<file path="config.mk">
export PLATFORM = sky130hd
export DESIGN_NAME = pt_walker
export DESIGN_NICKNAME = d
export VERILOG_FILES = /design/src/rtl/pt_walker_pkg.sv /design/src/rtl/pt_rst_sync.sv /design/src/rtl/pt_entry_addr.sv /design/src/rtl/pt_entry_check.sv /design/src/rtl/pt_walk_ctrl.sv /design/src/rtl/pt_walker.sv
export SDC_FILE = /design/constraint.sdc
export NUM_CORES = 1
export LEC_CHECK = 0
export ABC_CLOCK_PERIOD_IN_PS = 3900
export BUFFER_PORTS_ARGS = -buffer_cell sky130_fd_sc_hd__clkbuf_2
export CORE_ASPECT_RATIO = 0.6
export CORE_MARGIN = 1.5
export CORE_UTILIZATION = 51
export CTS_CLUSTER_SIZE = 28
export DETAILED_ROUTE_END_ITERATION = 12
export GPL_TIMING_DRIVEN = 1
export PLACE_DENSITY = 0.85
export SLEW_MARGIN = 20
export SYNTH_ARGS = -nofsm -noshare
export SYNTH_HDL_FRONTEND = slang
export SYNTH_SLANG_ARGS = --single-unit
</file>
<file path="constraint.sdc">
create_clock -name clk -period 3.9 [get_ports clk]
set_clock_uncertainty 0.05 [all_clocks]
set_input_delay 0.195 -clock clk [delete_from_list [all_inputs] [get_ports clk]]
set_output_delay 0.195 -clock clk [all_outputs]
set_load 0.005 [all_outputs]
</file>
<file path="src/rtl/pt_walker_pkg.sv">
package pt_walker_pkg;
  typedef enum logic [2:0] {
    WK_IDLE, WK_L1_REQ, WK_L1_WAIT, WK_L2_REQ, WK_L2_WAIT, WK_DONE
  } walk_state_e;

  typedef enum logic [1:0] {
    FLT_NONE       = 2'd0,
    FLT_L1_INVALID = 2'd1,
    FLT_L2_INVALID = 2'd2,
    FLT_NO_WRITE   = 2'd3
  } fault_cause_e;

  localparam int ENT_VALID_BIT = 0;
  localparam int ENT_WRITE_BIT = 1;
  localparam int ENT_DIRTY_BIT = 2;
endpackage

</file>
<file path="src/rtl/pt_rst_sync.sv">
module pt_rst_sync #(
  parameter int STAGES = 2
) (
  input  logic clk,
  input  logic rst_n,
  output logic rst_n_sync
);
  logic [STAGES-1:0] chain_q;

  always_ff @(posedge clk or negedge rst_n) begin
    if (!rst_n) chain_q <= '0;
    else        chain_q <= {chain_q[STAGES-2:0], 1'b1};
  end

  assign rst_n_sync = chain_q[STAGES-1];
endmodule

</file>
<file path="src/rtl/pt_entry_addr.sv">
module pt_entry_addr #(
  parameter int PA_W  = 32,
  parameter int OFF_W = 12,
  parameter int IDX_W = 10
) (
  input  logic [PA_W-OFF_W-1:0] table_frame,
  input  logic [IDX_W-1:0]      index,
  output logic [PA_W-1:0]       entry_addr
);
  // each entry occupies four bytes
  localparam int ENT_SHIFT = 2;

  always_comb begin
    entry_addr = {table_frame, OFF_W'({index, {ENT_SHIFT{1'b0}}})};
  end
endmodule

</file>
<file path="src/rtl/pt_entry_check.sv">
module pt_entry_check
  import pt_walker_pkg::*;
#(
  parameter int PTE_W = 32
) (
  input  logic [PTE_W-1:0] entry,
  input  logic             is_leaf,
  input  logic             is_store,
  output logic             fault,
  output fault_cause_e     cause
);
  always_comb begin
    fault = 1'b0;
    cause = FLT_NONE;
    if (!entry[ENT_VALID_BIT]) begin
      fault = 1'b1;
      cause = is_leaf ? FLT_L2_INVALID : FLT_L1_INVALID;
    end else if (is_leaf && is_store && !entry[ENT_WRITE_BIT]) begin
      fault = 1'b1;
      cause = FLT_NO_WRITE;
    end
  end
endmodule

</file>
<file path="src/rtl/pt_walk_ctrl.sv">
module pt_walk_ctrl
  import pt_walker_pkg::*;
(
  input  logic        clk,
  input  logic        rst_n,
  input  logic        start,
  input  logic        mem_req_ready,
  input  logic        mem_rsp_valid,
  input  logic        ent_fault,
  output walk_state_e state,
  output logic        idle,
  output logic        issue,
  output logic        sel_leaf,
  output logic        chk_leaf,
  output logic        load_next,
  output logic        load_result,
  output logic        done
);
  walk_state_e state_q, state_d;

  always_comb begin
    state_d = state_q;
    unique case (state_q)
      WK_IDLE:    if (start)         state_d = WK_L1_REQ;
      WK_L1_REQ:  if (mem_req_ready) state_d = WK_L1_WAIT;
      WK_L1_WAIT: if (mem_rsp_valid) state_d = ent_fault ? WK_DONE : WK_L2_REQ;
      WK_L2_REQ:  if (mem_req_ready) state_d = WK_L2_WAIT;
      WK_L2_WAIT: if (mem_rsp_valid) state_d = WK_DONE;
      WK_DONE:                       state_d = WK_IDLE;
      default:                       state_d = WK_IDLE;
    endcase
  end

  always_ff @(posedge clk or negedge rst_n) begin
    if (!rst_n) state_q <= WK_IDLE;
    else        state_q <= state_d;
  end

  always_comb begin
    state       = state_q;
    idle        = (state_q == WK_IDLE);
    issue       = (state_q == WK_L1_REQ) || (state_q == WK_L2_REQ);
    sel_leaf    = (state_q == WK_L2_REQ);
    chk_leaf    = (state_q == WK_L2_WAIT);
    load_next   = (state_q == WK_L1_WAIT) && mem_rsp_valid && !ent_fault;
    load_result = mem_rsp_valid &&
                  (((state_q == WK_L1_WAIT) && ent_fault) || (state_q == WK_L2_WAIT));
    done        = (state_q == WK_DONE);
  end
endmodule

</file>
<file path="src/rtl/pt_walker.sv">
module pt_walker
  import pt_walker_pkg::*;
#(
  parameter int L1_W  = 10,
  parameter int L2_W  = 10,
  parameter int OFF_W = 12
) (
  input  logic                          clk,
  input  logic                          rst_n,
  input  logic                          req_valid,
  output logic                          req_ready,
  input  logic [L1_W+L2_W+OFF_W-1:0]    req_vaddr,
  input  logic                          req_store,
  input  logic [L1_W+L2_W-1:0]          tbl_frame,
  output logic                          mem_req_valid,
  input  logic                          mem_req_ready,
  output logic [L1_W+L2_W+OFF_W-1:0]    mem_req_addr,
  input  logic                          mem_rsp_valid,
  input  logic [L1_W+L2_W+OFF_W-1:0]    mem_rsp_data,
  output logic                          rsp_valid,
  output logic [L1_W+L2_W+OFF_W-1:0]    rsp_paddr,
  output logic                          rsp_fault,
  output logic [1:0]                    rsp_cause
);
  localparam int VA_W    = L1_W + L2_W + OFF_W;
  localparam int PA_W    = VA_W;
  localparam int PTE_W   = PA_W;
  localparam int FRAME_W = PA_W - OFF_W;
  localparam int IDX_MAX = (L1_W > L2_W) ? L1_W : L2_W;
  localparam int LEVELS  = 2;

  logic rst_n_int;
  pt_rst_sync #(.STAGES(2)) u_rst (
    .clk(clk), .rst_n(rst_n), .rst_n_sync(rst_n_int)
  );

  walk_state_e  state;
  logic         idle, issue, sel_leaf, chk_leaf, load_next, load_result, done;
  logic         ent_fault;
  fault_cause_e ent_cause;
  logic         start;

  logic [VA_W-1:0]    va_q;
  logic               store_q;
  logic [FRAME_W-1:0] root_frame_q, leaf_tbl_q;
  logic [PA_W-1:0]    paddr_q, paddr_d;
  logic               fault_q;
  fault_cause_e       cause_q;

  assign start = req_valid && idle;

  pt_walk_ctrl u_ctrl (
    .clk(clk), .rst_n(rst_n_int), .start(start),
    .mem_req_ready(mem_req_ready), .mem_rsp_valid(mem_rsp_valid),
    .ent_fault(ent_fault), .state(state), .idle(idle), .issue(issue),
    .sel_leaf(sel_leaf), .chk_leaf(chk_leaf), .load_next(load_next),
    .load_result(load_result), .done(done)
  );

  pt_entry_check #(.PTE_W(PTE_W)) u_chk_ent (
    .entry(mem_rsp_data), .is_leaf(chk_leaf), .is_store(store_q),
    .fault(ent_fault), .cause(ent_cause)
  );

  // per-level entry address generation
  logic [IDX_MAX-1:0] lvl_idx   [LEVELS];
  logic [FRAME_W-1:0] lvl_frame [LEVELS];
  logic [PA_W-1:0]    lvl_addr  [LEVELS];

  assign lvl_idx[0]   = IDX_MAX'(va_q[VA_W-1 -: L1_W]);
  assign lvl_idx[1]   = IDX_MAX'(va_q[OFF_W+L2_W-1 -: L2_W]);
  assign lvl_frame[0] = root_frame_q;
  assign lvl_frame[1] = leaf_tbl_q;

  for (genvar g = 0; g < LEVELS; g++) begin : g_lvl
    pt_entry_addr #(.PA_W(PA_W), .OFF_W(OFF_W), .IDX_W(IDX_MAX)) u_addr (
      .table_frame(lvl_frame[g]), .index(lvl_idx[g]), .entry_addr(lvl_addr[g])
    );
  end

  // request capture, clock-enabled by acceptance
  always_ff @(posedge clk or negedge rst_n_int) begin
    if (!rst_n_int) begin
      va_q         <= '0;
      store_q      <= 1'b0;
      root_frame_q <= '0;
    end else if (start) begin
      va_q         <= req_vaddr;
      store_q      <= req_store;
      root_frame_q <= tbl_frame;
    end
  end

  // second-level table frame from the root entry
  always_ff @(posedge clk or negedge rst_n_int) begin
    if (!rst_n_int)     leaf_tbl_q <= '0;
    else if (load_next) leaf_tbl_q <= mem_rsp_data[PTE_W-1 -: FRAME_W];
  end

  always_comb begin
    if (ent_fault) paddr_d = '0;
    else           paddr_d = {mem_rsp_data[PTE_W-1 -: FRAME_W], va_q[OFF_W-1:0]};
  end

  always_ff @(posedge clk or negedge rst_n_int) begin
    if (!rst_n_int) begin
      paddr_q <= '0;
      fault_q <= 1'b0;
      cause_q <= FLT_NONE;
    end else if (load_result) begin
      paddr_q <= paddr_d;
      fault_q <= ent_fault;
      cause_q <= ent_cause;
    end
  end

  // metadata bits that never steer the walk
  logic pte_unused_meta;
  assign pte_unused_meta = ^{mem_rsp_data[OFF_W-1:ENT_DIRTY_BIT], state};

  assign req_ready     = idle;
  assign mem_req_valid = issue;
  assign mem_req_addr  = sel_leaf ? lvl_addr[1] : lvl_addr[0];
  assign rsp_valid     = done;
  assign rsp_paddr     = paddr_q;
  assign rsp_fault     = fault_q;
  assign rsp_cause     = cause_q;
endmodule

</file>
==> reports/summary.md <==
• **clock tree from TritonCTS** done
• **global-route wire length before repair** 21,100 um
• **number of instances in the placed design** 640
• **fillers** 651
• **Num CTS Buffers** 17
• **shortest clock period the worst path allows after layout** 2.49 ns
• **most instantiated flip-flop cell in the synthesis netlist** sky130_fd_sc_hd__dfrtp_1
• **synthesis warning total** 0
• **standard-cell row count** 28
• **TritonCTS Sinks** 113
• **ranking of synthesized cells by area** sky130_fd_sc_hd__dfrtp_1 55%, sky130_fd_sc_hd__mux2_2 26%, sky130_fd_sc_hd__a21oi_1 3.3%
• **number of antenna violations at the first check in global routing** 0
• **root buffer selected by CTS** sky130_fd_sc_hd__clkbuf_16
• **type of the worst setup path** reg2out
• **fraction of layout cells with a size suffix above 1** 52.6%
• **final antenna-violating net count** 0
• **number of gates given a new drive strength after cts** 0
• **RSZ-0062 raised after global routing** no
• **Worst Hold Path Cells** 2
• **crit path max fanout** 29
• **via density per instance** 5.09
• **post-synthesis async set-or-reset flop share** 100%
• **synth cell count leaders** 121 x sky130_fd_sc_hd__mux2_2, 113 x sky130_fd_sc_hd__dfrtp_1, 34 x sky130_fd_sc_hd__a21oi_1, 34 x sky130_fd_sc_hd__nand2_1, 11 x sky130_fd_sc_hd__buf_6
• **critical path, cell by cell** nor2b_1 -> nand2_1 -> buf_4 -> mux2_2 -> clkbuf_2
• **slew margin rel.** 44.5%
• **final worst setup slack** 1.41 ns
• **wire length per cell after detailed routing** 17.8 um
• **LEAKAGE** 3.49 nW
• **routability congestion estimate** 0.819
• **CP Data Arrival Time** 2.24 ns
• **H-tree depth reported by CTS** 4
• **crit end category** output port
• **Design Area, Final** 7190 um^2
• **gate count of the mapped netlist** 378
• **hold violation count in the final report** 0
• **required time reported for the critical path endpoint** 3.65 ns
• **library cell occupying the most area in the post-synthesis netlist** sky130_fd_sc_hd__dfrtp_1
• **Worst path max stage delay** 0.49 ns
• **horizontal extent of the die** 133 um
• **number of cells on the worst reg-to-reg path** 4
• **share of Yosys cell area claimed by the top area cell type** 55.0%
• **starting utilization of the core area** 52.2%
• **Tcrit/Tclk final** 63.8%
• **post-place setup slack** 1.38 ns
• **pin count of the biggest net entering global routing** 48
• **number of top-level design ports** 160
• **number of enable-type register cells in the synthesized netlist** 0
• **aggregate routed wire length** 13,100 um
• **post-synthesis to final-layout area growth** 39.7%
• **leftover overflow at the end of global routing** 0
• **total global-route track usage** 26.1%
• **clock-pin slew reported for the worst setup and hold paths after clock tree synthesis** 0.05 ns
• **Hold Crit Class** in2reg
• **area of the die** 10,700 um^2
• **number of library cell types mapped by synthesis** 31
• **Max rail drop VDD** 0.479 mV
• **total power per unit cell area** 779 nW/um^2
• **number of slew-limit violations in the final report** 0
• **Final Net Count** 682
• **Pre-antenna DRT Iters** 4
• **library cell with the highest instance count after synthesis** sky130_fd_sc_hd__mux2_2
• **worst-margin pin slew** 0.832 ns
• **result of the run** finished, final reports clean
• **antenna cells** 0
• **slowest stage cell, crit path** sky130_fd_sc_hd__dfrtp_1
• **Cell Area, Synth** 5140 um^2
• **number of setup buffers added after CTS** 0
• **post-layout utilization of the core** 73.0%
• **cell class contributing the biggest share of worst-path delay** buffers and inverters
• **number of maximum-capacitance constraint violations** 0
• **Worst path depth** 5
• **clock latency at the later pin of the worst-skew pair** 0.40 ns
• **total power** 5.60 mW
• **share of synthesized area occupied by flip-flops and latches** 55.0%
• **Post-CTS Hold Buffers** 68
• **DRC viols** 0
• **count of final setup violators** 0
• **total via count after detailed routing** 3,769
• **Placeable Area** 9840 um^2
• **non-filler instance count after layout** 740
• **number of buffers inserted by port buffering** 147
• **Max Clock Freq** 0.402 GHz
• **vertical extent of the die** 80.8 um
• **Buf/Inv on CP** 2
• **register bit count reported by yosys** 113
• **clock tree buffer depth** 2
• **critical path launch point type** register
• **average footprint of a synthesized cell** 13.6 um^2
• **DP Wirelength** 7920 um
• **worst hold slack after final layout** 0.0199 ns
• **number of DRC markers after the initial detailed-route iteration** 151
• **cell area after placement** 5910 um^2
• **final setup TNS** 0 ns
• **vias in the first global route** 4,091
## logic make-up (layout without fill, tap and decap cells)
logic type,after synthesis,count (layout),synth area share [%]
mux,140,140,31.3
buf+inv,35,261,4.57
xor+xnor,1,1,0.170
simple gates,47,47,4.65
other cells,2,3,0.146
flops,113,113,55.0
compound gates,40,40,4.18
## metal layers
metal | GRT usage (%) | up-vias | wire length [um]
met5 | 0 | - | 0
met4 | 10.3 | 0 | 123
met3 | 6.68 | 12 | 795
li1 | - | 1747 | -
met1 | 31.3 | 1867 | 5620
met2 | 46.3 | 143 | 6610
## layout by cell type (no fill, tap or decap), types with 2 or more instances in the layout
| cell type | instances |
|---|---|
| sky130_fd_sc_hd__mux2i_1 | 4 |
| sky130_fd_sc_hd__nand2_1 | 34 |
| sky130_fd_sc_hd__dfrtp_1 | 112 |
| sky130_fd_sc_hd__clkbuf_8 | 6 |
| sky130_fd_sc_hd__a21oi_1 | 34 |
| sky130_fd_sc_hd__buf_4 | 9 |
| sky130_fd_sc_hd__mux2_1 | 5 |
| sky130_fd_sc_hd__dlygate4sd3_1 | 68 |
| sky130_fd_sc_hd__clkbuf_1 | 5 |
| sky130_fd_sc_hd__mux2_4 | 10 |
| sky130_fd_sc_hd__nor2b_1 | 3 |
| sky130_fd_sc_hd__clkbuf_16 | 17 |
| sky130_fd_sc_hd__bufinv_16 | 2 |
| sky130_fd_sc_hd__inv_1 | 5 |
| sky130_fd_sc_hd__clkinv_2 | 2 |
| sky130_fd_sc_hd__mux2_2 | 121 |
| sky130_fd_sc_hd__clkbuf_2 | 147 |
| sky130_fd_sc_hd__conb_1 | 3 |
## worst register-to-register path: cells and delay by family (launching register included)
kind	cells	cell delay (ns)
buf+inv	1	0.41
mux	1	0.40
simple gates	1	0.29
flops	1	0.55
compound gates	1	0.52
## worst paths after layout
path                                     to              from  slack (ns)
setup / recovery           mem_req_addr[21]   u_ctrl.state[0]        1.41
hold / removal               leaf_tbl_q[18]  mem_rsp_data[30]        0.02
setup reg to reg               rsp_cause[0]   u_ctrl.state[2]        1.56
hold reg to reg                    va_q[18]  u_rst.chain_q[1]        0.16
max in group asynchronous      rsp_paddr[9]  u_rst.chain_q[1]        2.72
min in group asynchronous  u_rst.chain_q[1]             rst_n        0.05
## state kept, by name, summed over array words and instances, names as in the netlist
name	cells
u_ctrl.state	3
root_frame_q	20
leaf_tbl_q	20
rsp_cause	2
va_q	32
u_rst.chain_q	2
rsp_paddr	32
rsp_fault	1
store_q	1
## where the power goes
group	internal, mW	total [mW]	leakage, nW	switching, mW
clock	1.04	1.53	0.295	0.494
combinational	1.15	1.97	1.81	0.820
sequential	1.74	2.09	1.38	0.357
## final cells by class
type | count | area (um^2) | share of cell area [%]
sequential | 113 | 2830 | 39.4
multi-input combinational | 231 | 2090 | 29.0
inverter | 5 | 18.8 | 0.261
timing repair buffer | 224 | 1480 | 20.7
tap | 135 | 169 | 2.35
clock buffer | 28 | 527 | 7.33
clock inverter | 4 | 70.1 | 0.975
Power figures use the tool's default switching activity.
